<file path="config.mk">
export PLATFORM = sky130hd
export DESIGN_NAME = refsw_ctrl
export DESIGN_NICKNAME = d
export VERILOG_FILES = /design/src/rtl/refsw_pkg.sv /design/src/rtl/refsw_act_mon.sv /design/src/rtl/refsw_switch.sv /design/src/rtl/refsw_stat_mux.sv /design/src/rtl/refsw_ctrl.sv
export SDC_FILE = /design/constraint.sdc
export NUM_CORES = 1
export LEC_CHECK = 0
export BUFFER_PORTS_ARGS = -buffer_cell sky130_fd_sc_hd__buf_2
export CORE_MARGIN = 1
export CORE_UTILIZATION = 35
export CTS_BUF_LIST = sky130_fd_sc_hd__clkbuf_8
export DETAILED_ROUTE_END_ITERATION = 6
export PLACE_DENSITY = 0.54
export SYNTH_ARGS = -nofsm -noshare
export SYNTH_HDL_FRONTEND = slang
export SYNTH_SLANG_ARGS = --single-unit
</file>
<file path="constraint.sdc">
create_clock -name clk -period 1.9 [get_ports clk]
set_clock_uncertainty 0.15 [all_clocks]
set_input_delay 0 -clock clk [delete_from_list [all_inputs] [get_ports clk]]
set_output_delay 0 -clock clk [all_outputs]
set_load 0.01 [all_outputs]
</file>
<file path="src/rtl/refsw_pkg.sv">
package refsw_pkg;

    typedef enum logic [1:0] {
        CP_HIZ     = 2'b00,
        CP_PUMP_UP = 2'b01,
        CP_PUMP_DN = 2'b10,
        CP_RUN     = 2'b11
    } cp_mode_e;

    typedef enum logic [2:0] {
        ST_LOCK     = 3'd0,
        ST_R1_OK    = 3'd1,
        ST_R2_OK    = 3'd2,
        ST_SEL_R1   = 3'd3,
        ST_HOLD     = 3'd4,
        ST_LOCK_ALL = 3'd5,
        ST_BOTH_OK  = 3'd6,
        ST_ANY_OK   = 3'd7
    } stat_sel_e;

    typedef struct packed {
        logic sel_ref1;
        logic hold;
    } sw_state_t;

    localparam int NUM_REFS = 2;

    // Returns the REF1 term when the pick is REF1, else the REF2 term.
    function automatic logic pick_ref(input logic sel_ref1, input logic t1, input logic t2);
        return sel_ref1 ? t1 : t2;
    endfunction

endpackage

</file>
<file path="src/rtl/refsw_act_mon.sv">
module refsw_act_mon #(
    parameter int LIM_NORM  = 16,
    parameter int LIM_EXT   = 48,
    parameter int RESTORE_N = 4
) (
    input  logic clk,
    input  logic rst,
    input  logic edge_i,
    input  logic thr_ext,
    output logic ok_o
);
    localparam int LIM_MAX = (LIM_EXT > LIM_NORM) ? LIM_EXT : LIM_NORM;
    localparam int CW      = $clog2(LIM_MAX + 1);
    localparam int GW      = $clog2(RESTORE_N + 1);

    logic [CW-1:0] gap_q;
    logic [GW-1:0] run_q;
    logic [GW-1:0] run_nxt;
    logic [CW-1:0] lim;
    logic          expired;
    logic          timeout;
    logic          ok_q;

    assign lim     = thr_ext ? CW'(LIM_EXT) : CW'(LIM_NORM);
    assign expired = (gap_q >= lim);
    assign timeout = ({1'b0, gap_q} + 1'b1) >= {1'b0, lim};
    assign run_nxt = expired ? GW'(1)
                   : (run_q == GW'(RESTORE_N)) ? run_q : run_q + 1'b1;

    always_ff @(posedge clk) begin
        if (rst) begin
            gap_q <= '0;
            run_q <= '0;
            ok_q  <= 1'b0;
        end else if (edge_i) begin
            gap_q <= '0;
            run_q <= run_nxt;
            ok_q  <= ok_q | (run_nxt == GW'(RESTORE_N));
        end else begin
            if (gap_q != CW'(LIM_MAX)) gap_q <= gap_q + 1'b1;
            if (timeout) begin
                ok_q  <= 1'b0;
                run_q <= '0;
            end
        end
    end

    assign ok_o = ok_q;
endmodule

</file>
<file path="src/rtl/refsw_switch.sv">
module refsw_switch
    import refsw_pkg::*;
(
    input  logic      clk,
    input  logic      rst,
    input  logic      ok1,
    input  logic      ok2,
    input  logic      auto_en,
    input  logic      man_ref1,
    input  logic      dg_off,
    input  logic      lvl1,
    input  logic      lvl2,
    output sw_state_t st_o
);
    sw_state_t st_q;
    logic      want_ref1;
    logic      cur_ok;
    logic      oth_ok;
    logic      quiet;
    logic      sel_nxt;

    always_comb begin
        cur_ok = pick_ref(st_q.sel_ref1, ok1, ok2);
        oth_ok = pick_ref(st_q.sel_ref1, ok2, ok1);
        if (auto_en) want_ref1 = (!cur_ok && oth_ok) ? !st_q.sel_ref1 : st_q.sel_ref1;
        else         want_ref1 = man_ref1;
        quiet   = dg_off | (!lvl1 & !lvl2);
        sel_nxt = ((want_ref1 != st_q.sel_ref1) && quiet) ? want_ref1 : st_q.sel_ref1;
    end

    always_ff @(posedge clk) begin
        if (rst) begin
            st_q.sel_ref1 <= 1'b1;
            st_q.hold     <= 1'b1;
        end else begin
            st_q.sel_ref1 <= sel_nxt;
            st_q.hold     <= !pick_ref(sel_nxt, ok1, ok2);
        end
    end

    assign st_o = st_q;
endmodule

</file>
<file path="src/rtl/refsw_stat_mux.sv">
module refsw_stat_mux
    import refsw_pkg::*;
(
    input  logic       ok1,
    input  logic       ok2,
    input  logic       sel_ref1,
    input  logic       hold,
    input  logic       dlock,
    input  logic       vco_ok,
    input  logic [2:0] code,
    input  logic       low,
    output logic       status
);
    logic raw;

    always_comb begin
        case (stat_sel_e'(code))
            ST_LOCK:     raw = dlock;
            ST_R1_OK:    raw = ok1;
            ST_R2_OK:    raw = ok2;
            ST_SEL_R1:   raw = sel_ref1;
            ST_HOLD:     raw = hold;
            ST_LOCK_ALL: raw = dlock & pick_ref(sel_ref1, ok1, ok2) & vco_ok;
            ST_BOTH_OK:  raw = ok1 & ok2;
            default:     raw = ok1 | ok2;
        endcase
        status = raw ^ low;
    end
endmodule

</file>
<file path="src/rtl/refsw_ctrl.sv">
module refsw_ctrl
    import refsw_pkg::*;
#(
    parameter int LIM_NORM  = 16,
    parameter int LIM_EXT   = 48,
    parameter int RESTORE_N = 4
) (
    input  logic       clk,
    input  logic       rst,
    input  logic       ref1_edge,
    input  logic       ref2_edge,
    input  logic       ref1_level,
    input  logic       ref2_level,
    input  logic       dlock,
    input  logic       vco_ok,
    input  logic       cfg_auto,
    input  logic       cfg_man_ref1,
    input  logic       cfg_thr_ext,
    input  logic       cfg_dg_off,
    input  logic [1:0] cfg_cp_mode,
    input  logic [2:0] cfg_stat_sel,
    input  logic       cfg_stat_low,
    output logic       ref1_ok,
    output logic       ref2_ok,
    output logic       sel_ref1,
    output logic       holdover,
    output logic [1:0] cp_mode,
    output logic       status
);
    logic [NUM_REFS-1:0] edge_v;
    logic [NUM_REFS-1:0] ok_v;
    sw_state_t           st;

    assign edge_v = {ref2_edge, ref1_edge};

    for (genvar i = 0; i < NUM_REFS; i++) begin : g_mon
        refsw_act_mon #(
            .LIM_NORM (LIM_NORM),
            .LIM_EXT  (LIM_EXT),
            .RESTORE_N(RESTORE_N)
        ) mon_i (
            .clk    (clk),
            .rst    (rst),
            .edge_i (edge_v[i]),
            .thr_ext(cfg_thr_ext),
            .ok_o   (ok_v[i])
        );
    end

    refsw_switch sw_i (
        .clk     (clk),
        .rst     (rst),
        .ok1     (ok_v[0]),
        .ok2     (ok_v[1]),
        .auto_en (cfg_auto),
        .man_ref1(cfg_man_ref1),
        .dg_off  (cfg_dg_off),
        .lvl1    (ref1_level),
        .lvl2    (ref2_level),
        .st_o    (st)
    );

    refsw_stat_mux stat_i (
        .ok1     (ok_v[0]),
        .ok2     (ok_v[1]),
        .sel_ref1(st.sel_ref1),
        .hold    (st.hold),
        .dlock   (dlock),
        .vco_ok  (vco_ok),
        .code    (cfg_stat_sel),
        .low     (cfg_stat_low),
        .status  (status)
    );

    assign ref1_ok  = ok_v[0];
    assign ref2_ok  = ok_v[1];
    assign sel_ref1 = st.sel_ref1;
    assign holdover = st.hold;
    assign cp_mode  = st.hold ? CP_HIZ : cfg_cp_mode;
endmodule

</file>
==> results of run 1 <==
==> flip-flops by register name (all words and copies together) (netlist names) <==
| register | count |
|---|---|
| g_mon.mon_i.run_q | 6 |
| g_mon.mon_i.ok_o | 2 |
| g_mon.mon_i.gap_q | 12 |
| sw_i.st_o | 2 |
==> worst max path at each step <==
stage          cells past startpoint                      end                    start  slack (ns)
2_1_floorplan                      5      g_mon[1].mon_i.ok_o  g_mon[1].mon_i.gap_q[5]        0.18
3_3_place_gp                       5      g_mon[0].mon_i.ok_o  g_mon[0].mon_i.gap_q[5]        0.07
3_5_place_dp                       7  g_mon[1].mon_i.run_q[1]  g_mon[1].mon_i.gap_q[2]        0.01
4_1_cts                            7  g_mon[1].mon_i.run_q[1]  g_mon[1].mon_i.gap_q[2]       0.002
5_1_grt                            7  g_mon[1].mon_i.run_q[1]  g_mon[1].mon_i.gap_q[0]       -0.11
6_report                           7  g_mon[1].mon_i.run_q[1]  g_mon[1].mon_i.gap_q[1]        0.04
==> per-stage QoR <==
| stage | cells | utilization (%) | worst slack, ns | setup TNS, ns | area [sq um] |
|---|---|---|---|---|---|
| after floorplan | 164 | - | 0.175 | 0 | 1440 |
| after global placement | 233 | 42.3 | 0.0739 | 0 | 1610 |
| after detailed placement | 233 | 42.3 | 0.00969 | 0 | 1610 |
| after CTS | 243 | 45.4 | 0.00197 | 0 | 1720 |
| after global routing | 248 | 48.4 | -0.107 | -0.271 | 1840 |
| final | 248 | 48.4 | 0.0435 | 0 | 1840 |
==> what timing repair did <==
item / in CTS / in global routing
endpoints found under the setup margin: 0 / 8
resized for setup: 0 / 25
setup buffers: 0 / 5
hold buffers: 6 / 0
hold endpoints to repair: 15 / 0
==> per-layer routing <==
metal	vias to the layer above	global-route usage [%]
li1	661	-
met1	598	17.1
met2	28	24.6
met3	4	2.24
met4	0	5.59
met5	-	0
==> power breakdown <==
part           switching (mW)  internal [mW]
Sequential             0.0140          0.473
Clock                   0.157          0.185
Combinational          0.0746         0.0733
==> cell type report <==
class	count	area, sq um	share of cell area, %
Inverter	13	48.8	2.66
Tap cell	48	60.1	3.27
Multi-Input combinational cell	121	956	52.0
Sequential cell	22	459	25.0
Timing Repair Buffer	40	258	14.0
Clock buffer	4	55.1	3.00
==> cell usage in the layout, fill, tap and decap left out, types with 5 or more instances in the layout <==
cell,Yosys,final
dfxtp_1,22,11
buf_4,1,10
dfxtp_2,0,9
nand2_1,10,10
xnor2_1,8,8
nand3b_1,6,6
buf_2,1,23
nor2b_1,6,6
dlygate4sd3_1,0,6
inv_1,13,13
ha_1,12,12
a21oi_1,5,5
nor2_1,10,8
o21ai_0,6,6
==> kinds of logic after synthesis <==
family          count (synthesis)
simple gates                   55
compound gates                 37
flops                          22
buf+inv                        21
xor+xnor                       13
fa+ha+maj                      12
mux                             4
==> worst max-delay path: stages (launching register included) <==
cell and delay [ns]:
dfxtp_2 0.37, nand3_2 0.09, nor2_2 0.10, xor2_1 0.18
ha_1 0.27, nand3b_1 0.09, o211ai_1 0.13, o41ai_1 0.38
==> results.toml, run 1 <==
[drt]
wl_met1_microns = 1390
drt_iter0_drc = 49
wl_met3_microns = 131
wire_per_inst_microns = 12.3
via_count = 1291
drcViolationCount = 0
wl_microns = 3060
route.met2.wl_microns = 1490
dr.pass1.iters = 4
detail-route-antenna-nets = 0
avgViaCountPerCell = 5.21
highest_layer = "met4"

[yosys]
yosysMostFrequentCell = "dfxtp_1"
synth-warning-count = 0
yosys.area_share.simple_pct = 21.8
synth_compound_area_share_pct = 19.5
synthMuxAreaShare_pct = 2.87
synth-edff-count = 0
syn_inst = 164
synth_seq_cells = 22
synth_top_family_by_area = "simple AND/OR/NAND/NOR gates"
synth_ff_type = "dfxtp_1"
synth_nets = 194
yosys.area.top_type = "dfxtp_1"
synthArstFlopShare_pct = 0
synth_area_per_cell_sq_um = 8.78
synth_cell_types = 42
netlist_area_sq_um = 1440
synth_common_cells = "dfxtp_1 (22), inv_1 (13), ha_1 (12)"
synthAdderAreaFrac_pct = 10.4
synthTopCellsByArea = "dfxtp_1 (31%), ha_1 (10%), xnor2_1 (4.9%)"
synth.yosys.seq_area_share_pct = 30.6
synth_xor_area_share_pct = 7.91
synth_top_area_share_pct = 30.6

[timing]
drv_slew = 0
rsz0062_at_grt = "yes"
worst-slew-pin-transition_ns = 0.347
min_period_over_period_pct = 97.7
slew_headroom_pct = 76.7
fmax_mhz = 539
hold_viol_final = 0
min_period_ns = 1.86
whs_ns = 0.00898
finalSetupViolCount = 0

[worst_hold_path]
hp-start = "cfg_dg_off"
hold_depth = 3
hp-class = "in2reg"
holdPathEnd = "sw_i.st_o[0]"

[pwr]
p_per_area_nw_per_um2 = 532
finalPower_mw = 0.977
peakVddDrop_v = 0.000241
leakage_nw = 0.765

[critical_path]
timing.rr.start = "g_mon[1].mon_i.gap_q[1]"
cp.required_ns = 1.91
ff2ff_path_depth = 7
r2r-end = "g_mon[1].mon_i.run_q[1]"
crit_path_start_kind = "flop"
cp-end-kind = "flop"
rrSetupSlack_ns = 0.04
critPathArrivalTime_ns = 1.87
critPathKind = "reg2reg"
crit_fanout = 4

[place]
gp_congestion = 0.755
dp_hpwl_microns = 2150
numPortBuffers = 24

[cells_and_area]
drive_gt1_share_pct = 33.0
syn_to_final_growth_pct = 27.5
num-nets-final = 231
diodes = 0
nFillCells = 390

[floorplanning]
die_height_microns = 66.1
boundaryPins = 25
core_area_sq_um = 3800
die_x_microns = 66.1
initial_utilization_pct = 37.9
rows = 22
die-area_sq_um = 4380

[clock_tree]
insertion_delay_ns = 0.26
ctsLongestPathBuffers = 2
cts_buffers = 3
clkTransAtPathRegs_ns = 0.08
clock_sinks = 22
clockRootBuffer = "clkbuf_8"
htree_levels = 1
cts_tree = "done"

[global_route]
grt_use_total_pct = 14.1
grt_max_degree = 15
grt_first_pass_wirelength_microns = 4840
grt_remaining_overflow = 0
grt_pass1_vias = 1173
antenna_found_initial = 0

[job]
maxCapViolCount = 0

[status]
status = "complete, no violations"
(Power assumes the default switching activity.)
==> run 2: changes to the inputs <==
Settings changed: HOLD_SLACK_MARGIN set to 0.06, SETUP_SLACK_MARGIN set to 0.5.
==> run 2 against run 1 <==
  * The flow now finishes with violations (negative setup slack)
  * Critical path depth unchanged
  * Largest cell class unchanged
  * Highest routed layer unchanged
  * First-iteration DRC count decreased by 8.2%
  * Via count up 5.2%
  * Design area is 11% higher
  * Global-route usage increased by 2.5 points
  * Sequential share of layout area down 2.0 points
  * Clock power hardly changed
  * Combinational power up 16%
==> results.toml, run 2 (synthesis gave the netlist of run 1 again) <==
[status]
status = "complete, but fails checks"
failed_checks = "negative setup slack"

[floorplanning]
rows = 22
initial_utilization_pct = 37.9
core_area_sq_um = 3800
boundaryPins = 25
die_x_microns = 66.1
die-area_sq_um = 4380
die_height_microns = 66.1

[timing]
finalSetupViolCount = 3
worst-slew-pin-transition_ns = 0.463
min_period_ns = 1.93
hold_viol_final = 0
drv_slew = 0
slew_headroom_pct = 69.0
whs_ns = 0.115
rsz0062_at_grt = "yes"
fmax_mhz = 519
worst_slack_ns = -0.0252
min_period_over_period_pct = 101

[pwr]
leakage_nw = 0.844
p_int_mw = 0.743
switching_share_pct = 25.6
p_per_area_nw_per_um2 = 489
peakVddDrop_v = 0.000494
seq_power_share_pct = 48.6
power_frac_clock_pct = 34.3
switchingPower_mw = 0.256
combPwrFrac_pct = 17.1

[drt]
drt_iter0_drc = 45
wl_microns = 3460
drcViolationCount = 0
dr.pass1.iters = 4
avgViaCountPerCell = 5.20
via_count = 1358
detail-route-antenna-nets = 0
wire_per_inst_microns = 13.3

[critical_path]
critPathArrivalTime_ns = 1.93
critPathKind = "reg2reg"
ff2ff_path_depth = 7
crit_fanout = 4
rrSetupSlack_ns = -0.03
cp-end-kind = "flop"
timing.rr.start = "g_mon[0].mon_i.gap_q[3]"
r2r-end = "g_mon[0].mon_i.run_q[1]"
cp.required_ns = 1.91
crit_path_start_kind = "flop"

[clock_tree]
htree_levels = 1
clockRootBuffer = "clkbuf_8"
clock_sinks = 22
cts_tree = "done"
cts_buffers = 3
ctsLongestPathBuffers = 2
insertion_delay_ns = 0.26
clkTransAtPathRegs_ns = 0.08

[place]
gp_congestion = 0.783
dp_hpwl_microns = 2210
numPortBuffers = 24
placed_cell_area_sq_um = 1630

[global_route]
antenna_found_initial = 0
grt_use_total_pct = 16.6
grt_first_pass_wirelength_microns = 5580
grt_remaining_overflow = 0
grt_max_degree = 20
grt_pass1_vias = 1335

[cells_and_area]
largest_reg_flops = 12
finish.utilization_pct = 53.8
num-nets-final = 244
syn_to_final_growth_pct = 41.9
largest-register = "g_mon.mon_i.gap_q"
mostFrequentLayoutCells = "buf_2 (24), buf_4 (16), inv_1 (12)"
reg.largest.list = "g_mon.mon_i.gap_q: 12 flops, g_mon.mon_i.run_q: 6 flops"
diodes = 0
final_common_cell = "buf_2"
drive_gt1_share_pct = 43.2
post-route-cell-area_sq_um = 2040

[worst_hold_path]
hold_depth = 3
hp-start = "cfg_stat_low"
holdPathEnd = "status"
hp-class = "in2out"

[job]
maxCapViolCount = 0
-- run 2: worst max-delay path by stage --
stage                       startpoint                      end  slack (ns)  cells past startpoint
2_1_floorplan  g_mon[1].mon_i.gap_q[4]  g_mon[1].mon_i.run_q[0]        0.23                      8
3_3_place_gp   g_mon[1].mon_i.gap_q[2]  g_mon[1].mon_i.run_q[0]        0.05                      7
3_5_place_dp   g_mon[1].mon_i.gap_q[2]  g_mon[1].mon_i.run_q[1]       -0.09                      7
4_1_cts        g_mon[1].mon_i.gap_q[2]      g_mon[1].mon_i.ok_o        0.08                      7
5_1_grt        g_mon[0].mon_i.gap_q[0]  g_mon[0].mon_i.run_q[1]       -0.14                      7
6_report       g_mon[0].mon_i.gap_q[3]  g_mon[0].mon_i.run_q[1]       -0.03                      7
-- run 2: what timing repair did --
item	4_1_cts	5_1_grt
hold endpoints to repair	21	0
pin swaps	8	24
hold buffers	9	0
buffers inserted	11	6
gates resized for setup	18	23
setup endpoints to repair	12	19
-- run 2: layout make-up --
cell class,count,area [sq um]
inverter,13,51.3
fill,352,1760
sequential,22,469
tap,48,60.1
multi-input combinational,121,1030
timing repair buffer,53,375
clock buffer,4,55.1
-- run 2: metal layers --
metal	GRT usage (%)	part of all wire, %	up-vias
met5	0	0	-
met4	4.79	1.7	0
met3	3.79	4.2	6
met2	32.0	52	29
met1	17.7	42	639
li1	-	-	684
-- run 2: critical path, cell delays in order, from the launching register on --
cell,delay [ns]
dfxtp_2,0.35
nand2_1,0.09
nor2_4,0.14
xor2_2,0.16
ha_1,0.27
nand3b_1,0.10
o211ai_1,0.17
o41ai_1,0.39
-- run 2: power by group through the flow --
stage / combinational (mW) / sequential [mW] / clock, mW
after floorplan: 0.0914 / 0.496 / 0
after global placement: 0.133 / 0.497 / 0
after detailed placement: 0.138 / 0.498 / 0
after CTS: 0.161 / 0.487 / 0.356
after global routing: 0.194 / 0.488 / 0.376
final: 0.171 / 0.485 / 0.343
-- run 2: through the flow --
step	total power, mW	setup slack [ns]	setup TNS [ns]	instances
after floorplan	0.588	0.226	0	164
after global placement	0.630	0.0454	0	231
after global routing	1.06	-0.138	-0.401	261
after CTS	1.00	0.0754	0	255
after detailed placement	0.637	-0.0880	-0.0880	231
final	0.999	-0.0252	-0.0536	261
==> run 3: changes to the inputs <==
Settings changed: PLACE_DENSITY 0.54 to 0.56.
Clock period 1.9 ns to 1.56 ns, I/O delays scaled along.
==> run 3 against run 2 <==
  * The run ends with negative hold slack, negative setup slack left
  * Sequential share of layout area shrank 2.7 points
  * Power up 26%
  * Design area increased by 13%
  * Maximum frequency is 6.7% higher
  * Critical path depth stayed put
  * Die area unchanged
  * Via count is 7.4% higher
  * Highest routed layer unchanged
==> results.toml, run 3 (synthesis gave the netlist of run 1 again) <==
[clock_tree]
cts_tree = "done"
htree_levels = 1
insertion_delay_ns = 0.27
cts_buffers = 3
clockRootBuffer = "clkbuf_8"
ctsLongestPathBuffers = 2
clkTransAtPathRegs_ns = 0.08
clock_sinks = 22

[critical_path]
cp-end-kind = "flop"
rrSetupSlack_ns = -0.24
crit_path_start_kind = "flop"
cp.required_ns = 1.59
crit_fanout = 4
ff2ff_path_depth = 7
critPathKind = "reg2reg"
critPathArrivalTime_ns = 1.83
timing.rr.start = "g_mon[0].mon_i.gap_q[1]"
r2r-end = "g_mon[0].mon_i.ok_o"

[place]
dp_slack_ns = -0.280
placed_cells = 259
gp_congestion = 0.752
dp_hpwl_microns = 2440
numPortBuffers = 24
placed_cell_area_sq_um = 1880

[drt]
drt_iter0_drc = 62
dr.pass1.iters = 4
wl_microns = 3860
wire_per_inst_microns = 13.7
via_count = 1459
avgViaCountPerCell = 5.17
detail-route-antenna-nets = 0
drcViolationCount = 0

[global_route]
grt_first_pass_wirelength_microns = 6050
grt_pass1_vias = 1454
antenna_found_initial = 0
grt_max_degree = 17
grt_use_total_pct = 18.1
grt_remaining_overflow = 0

[cells_and_area]
drive_gt1_share_pct = 53.8
largest-register = "g_mon.mon_i.gap_q"
diodes = 0
ff_latch_area_sq_um = 468
syn_to_final_growth_pct = 60.1
multi_input_area_sq_um = 1100
finish.utilization_pct = 60.7
final_common_cell = "buf_4"
num-nets-final = 265
mostFrequentLayoutCells = "buf_4 (31), buf_2 (24), buf_6 (15)"
reg.largest.list = "g_mon.mon_i.gap_q: 12 flops, g_mon.mon_i.run_q: 6 flops"
fin_cells = 282
post-route-cell-area_sq_um = 2310
largest_reg_flops = 12
nFillCells = 334

[timing]
slew_headroom_pct = 72.0
min_period_ns = 1.80
worst_slack_ns = -0.244
worst-slew-pin-transition_ns = 0.419
min_period_over_period_pct = 116
hold_viol_final = 7
drv_slew = 0
setup-tns-final_ns = -2.21
fmax_mhz = 554
rsz0062_at_grt = "yes"
whs_ns = -0.0366
finalSetupViolCount = 13

[pwr]
leakage_nw = 0.954
finalPower_mw = 1.26
p_per_area_nw_per_um2 = 547
peakVddDrop_v = 0.000407

[floorplanning]
die_height_microns = 66.1
boundaryPins = 25
die-area_sq_um = 4380
rows = 22
die_x_microns = 66.1
initial_utilization_pct = 37.9
core_area_sq_um = 3800

[status]
status = "complete, but fails checks"
failed_checks = "negative hold slack, negative setup slack"

[worst_hold_path]
hp-class = "in2reg"
hold_depth = 2
hp-start = "ref1_edge"
holdPathEnd = "g_mon[0].mon_i.gap_q[5]"

[job]
maxCapViolCount = 0
==> run 3: cell types whose count changed in the layout (fill, tap and decap cells not counted), moves of 3 or more <==
cell and delta:
buf_6 +11, inv_1 -3, dlygate4sd3_1 -5, buf_4 +15
ha_4 +3, ha_1 -3
==> run 3: layout make-up <==
class | count | area share (%)
clock buffer | 4 | 2.39
timing repair buffer | 74 | 24.4
tap | 48 | 2.60
sequential | 22 | 20.3
inverter | 13 | 2.44
multi-input combinational | 121 | 47.9
==> run 3: worst max-delay path, cell delays in order (launching register included) <==
cell and delay [ns]:
dfxtp_2 0.33, buf_4 0.13, buf_6 0.12, ha_4 0.15
and3_4 0.19, a31oi_1 0.17, o211ai_1 0.19, o311ai_1 0.29
==> run 3: report_power, final <==
| group | switching, mW | leakage [nW] | internal [mW] | total, mW |
|---|---|---|---|---|
| combinational | 0.118 | 0.741 | 0.133 | 0.251 |
| clock | 0.194 | 0.0288 | 0.225 | 0.419 |
| sequential | 0.0161 | 0.185 | 0.576 | 0.592 |
| total | 0.328 | 0.954 | 0.934 | 1.26 |
==> run 3: timing repair <==
item,CTS,global route
resized for setup,26,30
hold buffers,3,3
setup buffers,7,8
endpoints found under the setup margin,22,26
gates cloned,0,0
hold endpoints to repair,20,15
pin swaps,15,15
==> run 3: routing by layer <==
layer	GRT usage (%)	up-vias	share of wire, %
li1	-	725	-
met1	18.4	693	42
met2	33.9	31	52
met3	5.00	10	3.6
met4	8.24	0	2.3
met5	0	-	0
==> run 3: worst max path at each step <==
stage / startpoint / slack (ns) / to
6_report: g_mon[0].mon_i.gap_q[1] / -0.24 / g_mon[0].mon_i.ok_o
5_1_grt: g_mon[0].mon_i.gap_q[2] / -0.39 / g_mon[0].mon_i.ok_o
4_1_cts: g_mon[1].mon_i.gap_q[2] / -0.26 / g_mon[1].mon_i.ok_o
3_5_place_dp: g_mon[1].mon_i.gap_q[0] / -0.28 / g_mon[1].mon_i.ok_o
3_3_place_gp: g_mon[0].mon_i.gap_q[2] / -0.17 / g_mon[0].mon_i.run_q[1]
2_1_floorplan: g_mon[1].mon_i.gap_q[4] / -0.11 / g_mon[1].mon_i.run_q[0]
